`config.mk`:
```
export PLATFORM = sky130hd
export DESIGN_NAME = bus_periph_dec
export DESIGN_NICKNAME = d
export VERILOG_FILES = /design/src/rtl/bus_periph_dec_pkg.sv /design/src/rtl/bus_strobe.sv /design/src/rtl/cfg_regfile.sv /design/src/rtl/cfg_seq.sv /design/src/rtl/bus_periph_dec.sv
export SDC_FILE = /design/constraint.sdc
export NUM_CORES = 1
export LEC_CHECK = 0
export BUFFER_PORTS_ARGS = -buffer_cell sky130_fd_sc_hd__buf_4
export CORE_MARGIN = 1.5
export CORE_UTILIZATION = 30
export CTS_CLUSTER_SIZE = 28
export DETAILED_ROUTE_END_ITERATION = 7
export GPL_TIMING_DRIVEN = 0
export HOLD_SLACK_MARGIN = 0.08
export PLACE_DENSITY = 0.55
export SLEW_MARGIN = 30
export SYNTH_ARGS = -nofsm -noshare
export SYNTH_HDL_FRONTEND = slang
export SYNTH_SLANG_ARGS = --single-unit
```
`constraint.sdc`:
```
create_clock -name clk_i -period 2.03 [get_ports clk_i]
set_clock_uncertainty 0.05 [all_clocks]
set_input_delay 0.1015 -clock clk_i [delete_from_list [all_inputs] [get_ports clk_i]]
set_output_delay 0.1015 -clock clk_i [all_outputs]
set_load 0.03 [all_outputs]
```
`src/rtl/bus_periph_dec_pkg.sv`:
```
package bus_periph_dec_pkg;
  parameter int unsigned DATA_W     = 8;
  parameter int unsigned IDX_W      = 4;
  parameter int unsigned CNT_W      = 4;
  parameter int unsigned CFG_LEN    = 13;
  parameter logic [7:0]  UNLOCK_VAL = 8'hFF;
  localparam int unsigned NREG      = 1 << IDX_W;
endpackage

```
`src/rtl/bus_strobe.sv`:
```
module bus_strobe #(
  parameter int unsigned DATA_W = 8
) (
  input  logic              clk_i,
  input  logic              rst_ni,
  input  logic              ale_i,
  input  logic [DATA_W-1:0] ad_i,
  input  logic              wr_ni,
  output logic [DATA_W-1:0] addr_lo_o,
  output logic              wr_rise_o
);
  logic wr_q;

  always_ff @(posedge clk_i or negedge rst_ni) begin
    if (!rst_ni) begin
      addr_lo_o <= '0;
      wr_q      <= 1'b1;
    end else begin
      if (ale_i) addr_lo_o <= ad_i;
      wr_q <= wr_ni;
    end
  end

  // first edge seeing the strobe released
  assign wr_rise_o = wr_ni & ~wr_q;
endmodule

```
`src/rtl/cfg_regfile.sv`:
```
module cfg_regfile #(
  parameter int unsigned DATA_W = 8,
  parameter int unsigned IDX_W  = 4,
  localparam int unsigned NREG  = 1 << IDX_W
) (
  input  logic                   clk_i,
  input  logic                   rst_ni,
  input  logic                   we_i,
  input  logic [IDX_W-1:0]       idx_i,
  input  logic [DATA_W-1:0]      data_i,
  output logic [NREG*DATA_W-1:0] regs_o
);
  for (genvar g = 0; g < NREG; g++) begin : g_reg
    logic [DATA_W-1:0] q;
    always_ff @(posedge clk_i or negedge rst_ni) begin
      if (!rst_ni)                                  q <= '0;
      else if (we_i && idx_i == IDX_W'(g))          q <= data_i;
    end
    assign regs_o[g*DATA_W +: DATA_W] = q;
  end
endmodule

```
`src/rtl/cfg_seq.sv`:
```
module cfg_seq #(
  parameter int unsigned DATA_W     = 8,
  parameter int unsigned CNT_W      = 4,
  parameter int unsigned CFG_LEN    = 13,
  parameter logic [7:0]  UNLOCK_VAL = 8'hFF
) (
  input  logic              clk_i,
  input  logic              rst_ni,
  input  logic              we_i,
  input  logic [DATA_W-1:0] data_i,
  output logic [CNT_W-1:0]  cnt_o,
  output logic              enabled_o
);
  localparam logic [CNT_W-1:0] LAST    = CNT_W'(CFG_LEN - 1);
  localparam logic [CNT_W-1:0] CNT_MAX = {CNT_W{1'b1}};

  always_ff @(posedge clk_i or negedge rst_ni) begin
    if (!rst_ni) begin
      cnt_o     <= '0;
      enabled_o <= 1'b0;
    end else if (we_i) begin
      if (cnt_o != CNT_MAX) cnt_o <= cnt_o + 1'b1;
      if (cnt_o == LAST && data_i == DATA_W'(UNLOCK_VAL)) enabled_o <= 1'b1;
    end
  end
endmodule

```
`src/rtl/bus_periph_dec.sv`:
```
module bus_periph_dec
  import bus_periph_dec_pkg::*;
(
  input  logic                   clk_i,
  input  logic                   rst_ni,
  input  logic                   ale_i,
  input  logic [DATA_W-1:0]      ad_i,
  input  logic [2:0]             a_hi_i,
  input  logic                   wr_ni,
  output logic                   ram_ce_no,
  output logic [NREG*DATA_W-1:0] cfg_regs_o
);
  logic [DATA_W-1:0] addr_lo;
  logic              wr_rise;
  logic              wr_fire;
  logic [CNT_W-1:0]  cfg_cnt;
  logic              enabled_q;
  logic              a15;

  assign a15 = a_hi_i[2];

  bus_strobe #(.DATA_W(DATA_W)) i_strobe (
    .clk_i, .rst_ni, .ale_i, .ad_i, .wr_ni,
    .addr_lo_o(addr_lo), .wr_rise_o(wr_rise)
  );

  // only upper-half writes belong to this block
  assign wr_fire = wr_rise & a15;

  cfg_regfile #(.DATA_W(DATA_W), .IDX_W(IDX_W)) i_regs (
    .clk_i, .rst_ni, .we_i(wr_fire), .idx_i(addr_lo[IDX_W-1:0]),
    .data_i(ad_i), .regs_o(cfg_regs_o)
  );

  cfg_seq #(.DATA_W(DATA_W), .CNT_W(CNT_W), .CFG_LEN(CFG_LEN),
            .UNLOCK_VAL(UNLOCK_VAL)) i_seq (
    .clk_i, .rst_ni, .we_i(wr_fire), .data_i(ad_i),
    .cnt_o(cfg_cnt), .enabled_o(enabled_q)
  );

  assign ram_ce_no = ~enabled_q | a15;
endmodule

```
==> reports/qor.yml <==
outcome:
  status: "finished clean"
drt:
  wirelength_um: 13700
  detail_route.wl_per_cell_um: 18.4
  drc_errors: 0
  vias: 3390
  final_antenna_net_count: 0
  first_iter_violations: 58
  avgViaCountPerCell: 4.55
  dr.pass1.iters: 6
timing:
  final-hold-violation-count: 0
  rsz0062_at_grt: "false"
  setup_violations: 0
  drv_slew: 0
  clock.fmax_mhz: 528
  fin_crit_sh_pct: 93.2
  finalSetupTns_ps: 0
  maxSlewHeadroom_pct: 53.5
  min_period_ps: 1890
  worstMarginPinSlew_ps: 698
critical_path:
  cp-start-kind: "flop"
  critPathCaptureType: "flop"
  cp_slowest_cell: "nor3b_4"
  worstPathMaxFanout: 8
  cp.required_ps: 2270
  r2r-start: "i_strobe.addr_lo_o[3]"
  cp-endpoint: "i_regs.g_reg[7].q[7]"
  worst_path_largest_cell_delay_ps: 600
  rrSetupSlack_ps: 140
  arrival_ps: 2140
  crit_type: "flop to flop"
  path_cells: "nor2b_1 > nor3b_4 > mux2_2"
  critPathLaunch: "i_strobe.addr_lo_o[3]"
  rr_endpoint: "i_regs.g_reg[7].q[7]"
  reg2regPathDepth: 3
logic_synthesis:
  syn-num-nets: 345
  synth_top_area_cell: "dfrtp_1"
  yosysTopAreaCellShare_pct: 63.1
  ys_types: 31
  synthTopCellsByArea: "dfrtp_1, mux2_2, nand3_2, clkbuf_1, nand4b_2"
  netlist_area_mm2: 0.00543
  netlist_instances: 328
  synth-seq-cells: 138
  ys_seq_area_share_pct: 63.6
  syn_avg_cell_area_um2: 16.6
  yosysWarnings: 0
place:
  hpwlAfterDp_um: 9180
  gp_congestion: 0.737
  placed_area_mm2: 0.00681
  port_buffers: 141
global_routing:
  grt_util_all_layers_pct: 15.4
  grt_pass1_vias: 3602
  grt-ovfl-total: 0
  grt_first_pass_wirelength_um: 21000
  grt_max_degree: 80
  antenna_found_initial: 0
cts:
  clkSlewWorstSetupHoldPaths_ps: 60
  cts.hold.buffers_added: 14
  cts_root_buf: "clkbuf_16"
  post_cts_resized: 0
  insertion_delay_ps: 410
  cts_tree: "yes"
  cts_max_path_buffers: 2
  post_cts_buffers: 0
  cts_max_level: 4
  cts_buffers: 17
  clock-sinks: 138
layout:
  nets: 520
  fill_cells: 1662
  fin_area_mm2: 0.00752
  insertedDiodeCount: 0
  syn_to_final_growth_pct: 38.5
  drive_gt1_share_pct: 63.4
floorplanning:
  dieHeight_um: 138
  initial_core_util_pct: 30.5
  dieArea_mm2: 0.0189
  io_pins: 144
  die_x_um: 138
  row_count: 49
  core_mm2: 0.0178
power_and_ir_drop:
  p_int_mw: 6.27
  switching_share_pct: 32.5
  seqPwrFrac_pct: 38.9
  p_sw_mw: 3.02
  vdd_drop_max_uv: 608
  clock_power_share_pct: 32.1
  p_comb_share_pct: 28.9
  power_per_cell_area_mw_per_mm2: 1240
  power.leakage_nw: 3.83
hold_path:
  hold_class: "input pin to asynchronous set/reset pin"
run:
  maxCapViolations: 0
[cells in the mapped netlist]
cell type / number
a31oi_1: 2
ha_1: 2
nand3b_4: 1
xnor2_1: 1
nor4b_4: 1
mux2_2: 134
buf_6: 1
nand2_1: 1
nand2_2: 1
nand3_2: 6
and3b_1: 1
inv_1: 3
a21oi_1: 1
nand2b_1: 2
and4_1: 2
nor3_4: 1
nor3b_4: 1
nand4_2: 2
dfstp_2: 1
buf_4: 3
nand4_1: 3
clkbuf_1: 8
nor2b_2: 1
nand3_1: 1
buf_2: 2
o41ai_1: 1
nand4b_2: 2
dfrtp_1: 137
nor2b_1: 3
nand4b_4: 1
nor2_1: 2
[through the flow]
step / power (mW) / hold slack [ps] / std cells / worst slack (ps) / util [%]
5_1_grt: 9.74 / 231 / 745 / 20.2 / 42.2
6_report: 9.29 / 199 / 745 / 137 / 42.2
3_5_place_dp: 6.36 / 71.9 / 699 / 98.4 / 38.2
4_1_cts: 9.41 / 211 / 745 / 94.8 / 42.2
2_1_floorplan: 5.22 / -244 / 328 / 422 / -
3_3_place_gp: 6.29 / 193 / 698 / 174 / 38.0
[registers in the layout, summed over array words and instances, names as in the netlist]
name / flops
i_strobe.wr_q: 1
i_strobe.addr_lo_o: 4
i_seq.enabled_o: 1
i_seq.cnt_o: 4
i_regs.g.q: 128
[kinds of logic after synthesis]
family | Yosys count | synth area share, %
adders and majority gates | 2 | 0.460
AOI/OAI and AO/OA | 4 | 0.483
muxes | 134 | 27.8
and+or+nand+nor | 32 | 5.99
xor gates and xnor gates | 1 | 0.161
DFF | 138 | 63.6
buffers and inverters | 17 | 1.57
[cell type report]
type / count / area [µm²] / area share, %
timing repair buffer: 156 / 1230 / 16.4
sequential: 138 / 3450 / 45.9
clock inverter: 8 / 97.6 / 1.30
buffer: 14 / 73.8 / 0.981
inverter: 3 / 11.3 / 0.150
tap: 229 / 287 / 3.81
clock buffer: 24 / 472 / 6.27
multi-input combinational: 173 / 1890 / 25.2
[cells in the final DEF, fill, tap and decap left out, types with 2 or more instances in the layout]
cell             n
buf_4          143
dfrtp_1        137
mux2_2         134
clkbuf_16       17
dlygate4sd3_1   14
clkbuf_1        13
nand3_2          6
clkinv_2         4
inv_1            3
nor2b_1          3
nand4_1          3
nand2b_1         2
buf_2            2
and4_1           2
nor2_1           2
nand4_2          2
a31oi_1          2
nand4b_2         2
ha_1             2
clkbuf_8         2
bufinv_16        2
clkinv_4         2
[how the worst min path moves through the flow]
| stage | from | to | slack (ps) | cells after the start |
|---|---|---|---|---|
| final | rst_ni | i_regs.g_reg[10].q[3] | 200 | 2 |
| after global routing | rst_ni | i_regs.g_reg[10].q[3] | 230 | 2 |
| after CTS | rst_ni | i_regs.g_reg[10].q[3] | 210 | 2 |
| after detailed placement | rst_ni | i_regs.g_reg[10].q[3] | 70 | 1 |
| after global placement | wr_ni | i_strobe.wr_q | 190 | 1 |
| after floorplan | rst_ni | i_regs.g_reg[0].q[0] | -240 | 0 |
[metal layers]
| layer | part of all wire [%] | vias to the layer above | GRT usage (%) |
|---|---|---|---|
| met3 | 7.5 | 13 | 6.14 |
| met2 | 49 | 95 | 24.4 |
| met5 | 0 | - | 0 |
| li1 | - | 1532 | - |
| met4 | 1.1 | 0 | 5.15 |
| met1 | 43 | 1750 | 19.0 |
[critical path, delay by kind of cell, from the launching register on]
family,cells,cell delay [ps]
AND/OR/NAND/NOR,2,960
multiplexers,1,400
flip-flops,1,370
[power by group through the flow]
| stage | clock network [mW] | logic, mW | registers (mW) |
|---|---|---|---|
| floorplan | 0 | 0.611 | 4.61 |
| global placement | 0 | 2.66 | 3.63 |
| detailed placement | 0 | 2.70 | 3.66 |
| CTS | 3.06 | 2.73 | 3.62 |
| global route | 3.20 | 2.85 | 3.69 |
| finish | 2.99 | 2.69 | 3.62 |
Power figures use the tool's default switching activity.
